## src/rtl/fe_link_pkg.sv

```systemverilog
package fe_link_pkg;
  localparam int TAG_W = 8;

  typedef enum logic [2:0] {
    ST_IDLE, ST_STRD_WAIT, ST_STRD_DONE, ST_DATA,
    ST_BSTS, ST_GAP, ST_BDONE, ST_WR
  } fe_state_e;

  localparam logic [TAG_W-1:0] OP_CTRL = 8'h01;
  localparam logic [TAG_W-1:0] OP_STRD = 8'h02;
  localparam logic [TAG_W-1:0] OP_EVRD = 8'h03;
  localparam logic [TAG_W-1:0] OP_BWR  = 8'h04;
  localparam logic [TAG_W-1:0] OP_BRD  = 8'h05;
  localparam logic [TAG_W-1:0] OP_EOB  = 8'h06;

  localparam logic [TAG_W-1:0] TAG_STAT  = 8'h80;
  localparam logic [TAG_W-1:0] TAG_BLOCK = 8'h81;
endpackage

```

## src/rtl/fe_cmd_decode.sv

```systemverilog
module fe_cmd_decode
  import fe_link_pkg::*;
#(
  parameter int DW = 32
) (
  input  logic                lnk_dir,
  input  logic                lnk_ben_n,
  input  logic [DW-1:0]       bus_d_in,
  input  logic                bus_ten_n_in,
  input  logic                bus_ctl_n_in,
  output logic                op_ctrl,
  output logic                op_strd,
  output logic                op_evrd,
  output logic                op_bwr,
  output logic                op_brd,
  output logic                op_eob,
  output logic                data_word,
  output logic [DW-TAG_W-1:0] op_param
);
  logic link_talks;
  logic cmd_word;
  logic [TAG_W-1:0] code;

  assign link_talks = !lnk_dir && !lnk_ben_n;
  assign cmd_word   = link_talks && !bus_ctl_n_in;
  assign code       = bus_d_in[TAG_W-1:0];
  assign op_param   = bus_d_in[DW-1:TAG_W];
  assign data_word  = link_talks && !bus_ten_n_in && bus_ctl_n_in;

  always_comb begin
    op_ctrl = cmd_word && (code == OP_CTRL);
    op_strd = cmd_word && (code == OP_STRD);
    op_evrd = cmd_word && (code == OP_EVRD);
    op_bwr  = cmd_word && (code == OP_BWR);
    op_brd  = cmd_word && (code == OP_BRD);
    op_eob  = cmd_word && (code == OP_EOB);
  end
endmodule

```

## src/rtl/fe_tx_engine.sv

```systemverilog
module fe_tx_engine
  import fe_link_pkg::*;
#(
  parameter int DW      = 32,
  parameter int MIN_GAP = 16,
  parameter int BLK_W   = 16
) (
  input  logic                clk,
  input  logic                rst_n,
  input  logic                owned,
  input  logic                lnk_dir,
  input  logic                lnk_full_n,
  input  logic                op_ctrl,
  input  logic                op_strd,
  input  logic                op_evrd,
  input  logic                op_bwr,
  input  logic                op_brd,
  input  logic                op_eob,
  input  logic                data_word,
  input  logic [DW-TAG_W-1:0] op_param,
  input  logic [DW-1:0]       bus_d_in,
  input  logic [DW-1:0]       ev_data,
  input  logic                ev_last,
  input  logic                ev_empty,
  input  logic [DW-TAG_W-1:0] fe_stat,
  input  logic                wr_ready,
  output logic [DW-1:0]       tx_d,
  output logic                tx_ten_n,
  output logic                tx_ctl_n,
  output logic                drive_state,
  output logic                ev_pop,
  output logic                ctrl_valid,
  output logic [DW-TAG_W-1:0] ctrl_param,
  output logic                wr_valid,
  output logic [DW-1:0]       wr_data,
  output logic                fe_busy_n
);
  localparam int BODY_W = DW - TAG_W;
  localparam int GAP_W  = $clog2(MIN_GAP + 1);

  fe_state_e        state;
  logic             ev_mode;
  logic [BLK_W-1:0] blk_cnt;
  logic [GAP_W-1:0] gap_cnt;

  // named internal events
  logic issue_data, issue_sts, issue_plain;

  function automatic logic [DW-1:0] status_word(input logic [BODY_W-1:0] body,
                                                input logic [TAG_W-1:0] tag);
    return {body, tag};
  endfunction

  function automatic logic gap_expired(input logic [GAP_W-1:0] cnt);
    return cnt == GAP_W'(MIN_GAP - 1);
  endfunction

  assign issue_data  = (state == ST_DATA) && owned && lnk_full_n && !ev_empty;
  assign issue_sts   = (state == ST_BSTS) && owned;
  assign issue_plain = (state == ST_STRD_WAIT) && owned;
  assign ev_pop      = issue_data;
  assign drive_state = state inside {ST_STRD_WAIT, ST_STRD_DONE, ST_DATA,
                                     ST_BSTS, ST_GAP, ST_BDONE};
  assign fe_busy_n   = !((state == ST_WR) && !wr_ready);

  always_ff @(posedge clk) begin
    if (!rst_n) begin
      state      <= ST_IDLE;
      ev_mode    <= 1'b0;
      blk_cnt    <= '0;
      gap_cnt    <= '0;
      tx_d       <= '0;
      tx_ten_n   <= 1'b1;
      tx_ctl_n   <= 1'b1;
      ctrl_valid <= 1'b0;
      ctrl_param <= '0;
      wr_valid   <= 1'b0;
      wr_data    <= '0;
    end else begin
      tx_ten_n   <= 1'b1;
      tx_ctl_n   <= 1'b1;
      ctrl_valid <= 1'b0;
      wr_valid   <= 1'b0;
      if (issue_data) begin
        tx_d     <= ev_data;
        tx_ten_n <= 1'b0;
        blk_cnt  <= blk_cnt + 1'b1;
      end
      if (issue_sts) begin
        tx_d     <= status_word(BODY_W'(blk_cnt), TAG_BLOCK);
        tx_ten_n <= 1'b0;
        tx_ctl_n <= 1'b0;
        blk_cnt  <= '0;
      end
      if (issue_plain) begin
        tx_d     <= status_word(fe_stat, TAG_STAT);
        tx_ten_n <= 1'b0;
        tx_ctl_n <= 1'b0;
      end
      if (op_eob && state != ST_IDLE) begin
        state <= ST_IDLE;
      end else begin
        case (state)
          ST_IDLE: begin
            if (op_ctrl) begin
              ctrl_valid <= 1'b1;
              ctrl_param <= op_param;
            end else if (op_strd) begin
              state <= ST_STRD_WAIT;
            end else if (op_evrd || op_brd) begin
              state   <= ST_DATA;
              ev_mode <= op_evrd;
              blk_cnt <= '0;
            end else if (op_bwr) begin
              state <= ST_WR;
            end
          end
          ST_STRD_WAIT: if (issue_plain) state <= ST_STRD_DONE;
          ST_STRD_DONE: if (!lnk_dir) state <= ST_IDLE;
          ST_DATA:      if (issue_data && ev_last) state <= ST_BSTS;
          ST_BSTS: begin
            if (issue_sts) begin
              state   <= ev_mode ? ST_GAP : ST_BDONE;
              gap_cnt <= '0;
            end
          end
          ST_GAP: begin
            if (gap_expired(gap_cnt)) state <= ST_DATA;
            else gap_cnt <= gap_cnt + 1'b1;
          end
          ST_WR: begin
            if (data_word) begin
              wr_valid <= 1'b1;
              wr_data  <= bus_d_in;
            end
          end
          default: ;
        endcase
      end
    end
  end

  // gap watch: cycles since a block status word left the registers
  logic [GAP_W-1:0] since_sts;
  logic             seen_sts;
  always_ff @(posedge clk) begin
    if (!rst_n) begin
      since_sts <= '0;
      seen_sts  <= 1'b0;
    end else if (!tx_ctl_n) begin
      since_sts <= '0;
      seen_sts  <= ev_mode;
    end else begin
      if (state == ST_IDLE) seen_sts <= 1'b0;
      if (since_sts != GAP_W'(MIN_GAP)) since_sts <= since_sts + 1'b1;
    end
  end


  pop_word_chk: assert property (@(posedge clk) disable iff (!rst_n)
    ev_pop |=> (!tx_ten_n && tx_ctl_n));


  full_hold_chk: assert property (@(posedge clk) disable iff (!rst_n)
    (!tx_ten_n && tx_ctl_n) |-> $past(lnk_full_n));


  gap_hold_chk: assert property (@(posedge clk) disable iff (!rst_n)
    (seen_sts && !tx_ten_n && tx_ctl_n) |-> (since_sts == GAP_W'(MIN_GAP)));


  wr_mode_chk: assert property (@(posedge clk) disable iff (!rst_n)
    wr_valid |-> $past(state == ST_WR));
endmodule

```

## src/rtl/fe_link_responder.sv

```systemverilog
module fe_link_responder
  import fe_link_pkg::*;
#(
  parameter int DW      = 32,
  parameter int MIN_GAP = 16,
  parameter int BLK_W   = 16
) (
  input  logic                clk,
  input  logic                rst_n,
  input  logic                lnk_dir,
  input  logic                lnk_ben_n,
  input  logic                lnk_full_n,
  output logic                fe_busy_n,
  input  logic [DW-1:0]       bus_d_in,
  input  logic                bus_ten_n_in,
  input  logic                bus_ctl_n_in,
  output logic [DW-1:0]       bus_d_out,
  output logic                bus_ten_n_out,
  output logic                bus_ctl_n_out,
  output logic                bus_oe,
  input  logic [DW-1:0]       ev_data,
  input  logic                ev_last,
  input  logic                ev_empty,
  output logic                ev_pop,
  input  logic [DW-TAG_W-1:0] fe_stat,
  output logic                ctrl_valid,
  output logic [DW-TAG_W-1:0] ctrl_param,
  output logic                wr_valid,
  output logic [DW-1:0]       wr_data,
  input  logic                wr_ready
);
  logic owned, drive_state;
  logic op_ctrl, op_strd, op_evrd, op_bwr, op_brd, op_eob, data_word;
  logic [DW-TAG_W-1:0] op_param;

  assign owned  = lnk_dir && !lnk_ben_n;
  assign bus_oe = owned && drive_state;

  fe_cmd_decode #(.DW(DW)) u_dec (
    .lnk_dir(lnk_dir), .lnk_ben_n(lnk_ben_n), .bus_d_in(bus_d_in),
    .bus_ten_n_in(bus_ten_n_in), .bus_ctl_n_in(bus_ctl_n_in),
    .op_ctrl(op_ctrl), .op_strd(op_strd), .op_evrd(op_evrd), .op_bwr(op_bwr),
    .op_brd(op_brd), .op_eob(op_eob), .data_word(data_word), .op_param(op_param)
  );

  fe_tx_engine #(.DW(DW), .MIN_GAP(MIN_GAP), .BLK_W(BLK_W)) u_eng (
    .clk(clk), .rst_n(rst_n), .owned(owned), .lnk_dir(lnk_dir),
    .lnk_full_n(lnk_full_n), .op_ctrl(op_ctrl), .op_strd(op_strd),
    .op_evrd(op_evrd), .op_bwr(op_bwr), .op_brd(op_brd), .op_eob(op_eob),
    .data_word(data_word), .op_param(op_param), .bus_d_in(bus_d_in),
    .ev_data(ev_data), .ev_last(ev_last), .ev_empty(ev_empty), .fe_stat(fe_stat),
    .wr_ready(wr_ready), .tx_d(bus_d_out), .tx_ten_n(bus_ten_n_out),
    .tx_ctl_n(bus_ctl_n_out), .drive_state(drive_state), .ev_pop(ev_pop),
    .ctrl_valid(ctrl_valid), .ctrl_param(ctrl_param), .wr_valid(wr_valid),
    .wr_data(wr_data), .fe_busy_n(fe_busy_n)
  );


  ctrl_src_chk: assert property (@(posedge clk) disable iff (!rst_n)
    ctrl_valid |-> $past(!lnk_dir && !lnk_ben_n && !bus_ctl_n_in &&
                         bus_d_in[TAG_W-1:0] == OP_CTRL));


  sts_enable_chk: assert property (@(posedge clk) disable iff (!rst_n)
    !bus_ctl_n_out |-> !bus_ten_n_out);
endmodule

```

## config.mk

```make
export PLATFORM = sky130hd
export DESIGN_NAME = fe_link_responder
export DESIGN_NICKNAME = d
export VERILOG_FILES = /design/src/rtl/fe_link_pkg.sv /design/src/rtl/fe_cmd_decode.sv /design/src/rtl/fe_tx_engine.sv /design/src/rtl/fe_link_responder.sv
export SDC_FILE = /design/constraint.sdc
export NUM_CORES = 1
export LEC_CHECK = 0
export ABC_CLOCK_PERIOD_IN_PS = 2300
export CORE_ASPECT_RATIO = 0.6
export CORE_MARGIN = 8
export CORE_UTILIZATION = 44
export DETAILED_ROUTE_END_ITERATION = 12
export PLACE_DENSITY = 0.89
export SLEW_MARGIN = 15
export SYNTH_ARGS = -nofsm -noshare
export SYNTH_HDL_FRONTEND = slang
export SYNTH_SLANG_ARGS = --single-unit
```

## constraint.sdc

```tcl
create_clock -name clk -period 2.3 [get_ports clk]
set_clock_uncertainty 0.15 [all_clocks]
set_input_delay 0.46 -clock clk [delete_from_list [all_inputs] [get_ports clk]]
set_output_delay 0.46 -clock clk [all_outputs]
set_load 0.1 [all_outputs]
```

Word-level counts from Yosys, hierarchy flattened:

Index checks and enable logic that the tools add are counted.

* add/subtract/negate cells: 2
* equality and inequality tests: 22
* multiplexer cells: 31
* bitwise logic cells: 6
* reduce and logical (&&, ||, !) cells: 45

Operators with widths (number)
* 16-bit 2-to-1 mux: 7
* 32-bit 2-to-1 mux: 3
* 3-bit 2-to-1 mux: 9
* 8-bit by 3-bit equality test with 1-bit output (second input constant): 3
* 1-bit logical AND: 20
* 3-bit case mux with 6 select lines: 1
* 16-bit by 1-bit adder with 16-bit output (second input constant): 1
* 8-bit by 2-bit equality test with 1-bit output (second input constant): 2
* 3-bit equality test (second input constant): 4
* 6-bit nonzero test: 2
* 5-bit 2-to-1 mux: 2
* 2-bit != test (second input constant): 5
* 5-bit case mux with 2 select lines: 1
* 3-bit OR reduction: 3
* 8-bit by 1-bit equality test with 1-bit output (second input constant): 1
* 8-bit AND reduction: 1
* 1-bit zero test: 7
* 1-bit 2-to-1 mux: 7
* 3-bit by 2-bit equality test with 1-bit output (second input constant): 2
* 1-bit inverter: 6
* 3-bit AND reduction: 2
* 3-bit nonzero test: 2
* 5-bit by 1-bit adder with 5-bit output (second input constant): 1
* 5-bit by 4-bit equality test with 1-bit output (second input constant): 1
* 10 further kinds: 13

* register bits: 117
* input port bits: 98
* output and inout bits: 95
* logic and storage cells: 119

Longest topological paths before layout:

* word-level depth: 12
* gate-level depth with buffers: 9
* mapped depth without buffers: 8

Modules after synthesis:

From an unflattened synthesis, not the netlist that was laid out.

* cell total of the unflattened synthesis: 643
* area, all modules: 5223.8 µm²

Modules (own cells, without submodules)
* fe_tx_engine: times used 1, cells each 603, area an instance 4929.7 µm², seq. area each 2342.2 µm²
* fe_cmd_decode: times used 1, cells each 38, area an instance 279.0 µm², seq. area each 0.0 µm²
* fe_link_responder: times used 1, cells each 2, area an instance 15.0 µm², seq. area each 0.0 µm²

Worst setup path after synthesis:

No wires, ideal clock.

* path kind: reg2out
* start point: register u_eng.state[2]
* end point: output port bus_oe
* arrival time: 3807 ps
* required time: 1690 ps
* setup slack: -2117 ps
* cell stages (with the launch flop): 5
* path buffers: 1
* cells stage by stage: dfxtp_1 -> buf_2 -> inv_1 -> nor3_1 -> nor4b_1

* word-level cells in the longest chain between the ends: 3
* elaborated cells on any way between the ends: 8
* classes of those cells: eq/ne: 6; reduce/logical: 2

RTL lines
* start: declaration: line fe_tx_engine.sv:41 `fe_state_e state;`
* start signal: assignment: line fe_tx_engine.sv:123 `state <= ev_mode ? ST_GAP : ST_BDONE;`
* 3-bit by 1-bit equality test with 1-bit output (tied with other cells): line fe_tx_engine.sv:62 `assign drive_state = state inside {ST_STRD_WAIT, ST_STRD_DONE, ST_DATA,`
* 6-bit nonzero test *: line fe_tx_engine.sv:62
* 1-bit logical AND *: line fe_link_responder.sv:37 `assign bus_oe = owned && drive_state;`
* end: declaration: line fe_link_responder.sv:20 `output logic bus_oe,`

Every way passes the cells marked *; elsewhere a longest branch is shown, timed or not.

Final worst setup path:

* start point: input port ev_empty
* end point: output port ev_pop

* word-level cells in the longest chain between the ends: 2

RTL lines
* start: declaration: line fe_link_responder.sv:23 `input logic ev_empty,`
* 1-bit zero test: line fe_tx_engine.sv:58 `assign issue_data = (state == ST_DATA) && owned && lnk_full_n && !ev_empty;`
* 1-bit logical AND: line fe_tx_engine.sv:58
* end: declaration: line fe_link_responder.sv:24 `output logic ev_pop,`

Every way passes these cells.

==> impl_metrics.json <==
{
  "hold_path_depth": 3,
  "async_flop_share_pct": 0,
  "io_pins": 193,
  "grt_pass1_wl_um": 27900,
  "routed.top_layer": "met4",
  "period_needed_ns": 2.38,
  "violations": "setup timing",
  "rsz0062_at_grt": "yes",
  "num-fill-cells": 898,
  "synth_area_leader_cell": "dfxtp_1",
  "r2r_end": "u_eng.blk_cnt[6]",
  "die_area_mm2": 0.0157,
  "antenna_found_initial": 0,
  "holdCritStartpoint": "bus_d_in[5]",
  "place_hpwl_um": 12700,
  "port_buffers": 192,
  "fp.dieW_um": 156,
  "grt_pass1_vias": 5398,
  "synth.top_cell.area_share_pct": 45.1,
  "layout_common_cells": "nand2_1 (177), buf_4 (146), dfxtp_1 (114), a21oi_1 (97), clkdlybuf4s50_1 (91)",
  "ys_seq_area_share_pct": 45.1,
  "drc": 0,
  "rrSetupSlack_ns": 0.08,
  "wl_met1_um": 7840,
  "fin_hold_ws_ns": 0.259,
  "initial_utilization_pct": 45.6,
  "fp.dieH_um": 100,
  "place.gp.congestion": 0.867,
  "drive_above_1_share_pct": 23.7,
  "hold_end": "u_eng.wr_data[5]",
  "holdCritPathClass": "primary input to register",
  "ys.warnings.count": 0,
  "ant_nets": 0,
  "crit_slowest_cell": "or4b_4",
  "cp.arrival_ns": 1.77,
  "synth_area_mm2": 0.00520,
  "mostFrequentLayoutCell": "nand2_1",
  "cts_tree": "built",
  "wirelength_um": 17700,
  "r2r_start": "u_eng.state[2]",
  "power.leakage_nw": 3.22,
  "status": "finished with violations",
  "path_clk_slew_ns": 0.05,
  "crit_family": "simple AND/OR/NAND/NOR gates",
  "synth.area.top_cells": "dfxtp_1 (45%), nand2_1 (13%), a21oi_1 (9.5%), o21ai_0 (4.0%), xor2_1 (2.2%)",
  "nets": 997,
  "drv_slew": 0,
  "wl_met2_um": 7770,
  "ir_drop_mv": 0.588,
  "num_vias": 5664,
  "fin_cells": 1069,
  "ys_ff_latch": 117,
  "critPathMaxFanout": 2,
  "cp-start-kind": "primary input",
  "clk_latency_ns": 0.40,
  "drt_iter0_markers": 421,
  "finalCritPeriodShare_pct": 103,
  "grt_overflow": 0,
  "grt_start_max_net_pins": 39,
  "finalHoldViolations": 0,
  "grt_use_total_pct": 21.7,
  "num_rows": 30,
  "tightest_slew_ns": 0.567,
  "route.met3.wl_um": 1990,
  "cts_root_buf": "clkbuf_16",
  "antenna_cells": 0,
  "relSlewSlack_pct": 61.2,
  "syn_area_per_cell_um2": 7.74,
  "path_cells": "dlygate4sd2_1 > or4b_4 > or2_4 > inv_4 > buf_12",
  "synth_cell_type_count": 56,
  "p_per_area_mw_per_mm2": 823,
  "r2r_cells": 8,
  "drt-pass1-iter-count": 4,
  "utilization_pct": 71.4,
  "finalWorstSetupSlack_ns": -0.0771,
  "area_growth_pct": 56.8,
  "h-tree-depth": 4,
  "viasPerCell": 5.30,
  "syn_inst": 672,
  "cts_buffers": 17,
  "clk_path_buf_depth": 2,
  "dp_slack_ns": -0.374,
  "synthFlopType": "dfxtp_1",
  "synth_nets": 773,
  "maxCapViolations": 0,
  "post_drt_wl_per_cell_um": 16.6,
  "cp-end-kind": "primary output",
  "critPathKind": "primary input to primary output",
  "synth_edf_count": 0,
  "max_freq_mhz": 421,
  "final-setup-viol-count": 1,
  "cp.required_ns": 1.69,
  "dpl.cell_count": 1029,
  "cts_sinks": 117,
  "worst-path-buf-inv": 3,
  "coreArea_mm2": 0.0114,
  "cpPeakStageDelay_ns": 0.54
}
-- logic make-up after synthesis --
kind of cell | Yosys count | synth area share [%]
AOI/OAI and AO/OA | 191 | 21.3
xor gates and xnor gates | 18 | 3.03
adders and majority gates | 3 | 0.722
buffers and inverters | 61 | 5.25
DFF | 117 | 45.1
muxes | 3 | 0.602
and+or+nand+nor | 279 | 24.1
-- final cells by class --
type / count / area [um^2] / share of cell area [%]
clock inverters: 13 / 134 / 1.64
inverters: 9 / 41.3 / 0.506
well taps: 160 / 200 / 2.46
repair buffers: 257 / 2350 / 28.8
multi-input cells: 494 / 2650 / 32.5
flip-flops and latches: 117 / 2350 / 28.8
clock buffers: 19 / 433 / 5.31
-- worst register-to-register path: cells and delay by family (launching register included) --
family | cells | cell delay [ns]
simple gates | 4 | 1.05
buf+inv | 3 | 0.42
flops | 1 | 0.33
xor+xnor | 1 | 0.15
-- worst max path at each step --
stage / cells after the start / to / slack (ns) / from
after global routing: 4 / ev_pop / -0.09 / u_eng.state[2]
after global placement: 5 / ev_pop / -0.33 / ev_empty
after CTS: 4 / ev_pop / -0.10 / u_eng.state[2]
after floorplan: 4 / bus_oe / -0.01 / u_eng.state[2]
final: 5 / ev_pop / -0.08 / ev_empty
after detailed placement: 7 / u_eng.state[2] / -0.37 / ev_empty
-- layer usage --
metal	GRT usage [%]	vias to the layer above
li1	-	2784
met1	28.8	2612
met2	32.6	257
met3	9.44	11
met4	3.01	0
met5	0	-
-- sequential cells by signal, summed over array words and instances (netlist names) --
signal and flops:
u_eng.gap_cnt 5, u_eng.wr_valid 1, u_eng.wr_data 32, u_eng.tx_d 32, u_eng.ctrl_param 24, u_eng.blk_cnt 16, u_eng.ctrl_valid 1, u_eng.tx_ten_n 1
u_eng.state 3, u_eng.ev_mode 1, u_eng.tx_ctl_n 1
-- metrics by stage --
| stage | total power [W] | setup TNS [ns] | cell area (um^2) |
|---|---|---|---|
| 3_3_place_gp | 0.00412 | -18.32 | 7430 |
| 5_1_grt | 0.00697 | -0.666 | 8150 |
| 4_1_cts | 0.00671 | -0.172 | 8030 |
| 3_5_place_dp | 0.00415 | -20.22 | 7430 |
| 6_report | 0.00671 | -0.0771 | 8150 |
| 2_1_floorplan | 0.00351 | -0.0127 | 5240 |
-- power by group --
group / switching, W / internal [W] / leakage, nW
Combinational: 0.00126 / 0.000692 / 2.00
Sequential: 0.0000705 / 0.00213 / 0.945
Clock: 0.000960 / 0.00159 / 0.273
Total: 0.00229 / 0.00441 / 3.22
-- cells in the mapped netlist, types with 2 or more instances --
cell and number:
xnor2_1 5, nor3b_1 2, nor2b_1 3, buf_4 2, o2bb2ai_1 2, or2_1 2, or2_2 2, buf_1 4
a221oi_1 12, nor3_2 3, and2_0 2, o211ai_1 3, nor3_1 4, mux2i_1 2, nand3_1 15, a211oi_1 4
a31oi_1 15, buf_2 16, inv_1 7, and4_1 2, nand2_1 177, a22o_1 4, o21ai_0 42, dfxtp_1 117
a21oi_1 99, nor4_1 6, nand4_1 10, clkbuf_1 27, xor2_1 13, buf_6 2, and2_1 11, or3_1 2
and3_1 5, ha_1 3, nor2_1 26
-- what timing repair did --
action,CTS,global route
endpoints found under the setup margin,4,27
cloned,0,2
buffers inserted,3,3
pin swaps,2,7
hold buffers,0,0
resized for setup,11,8
Note: power is estimated with default switching activity, not from simulation.
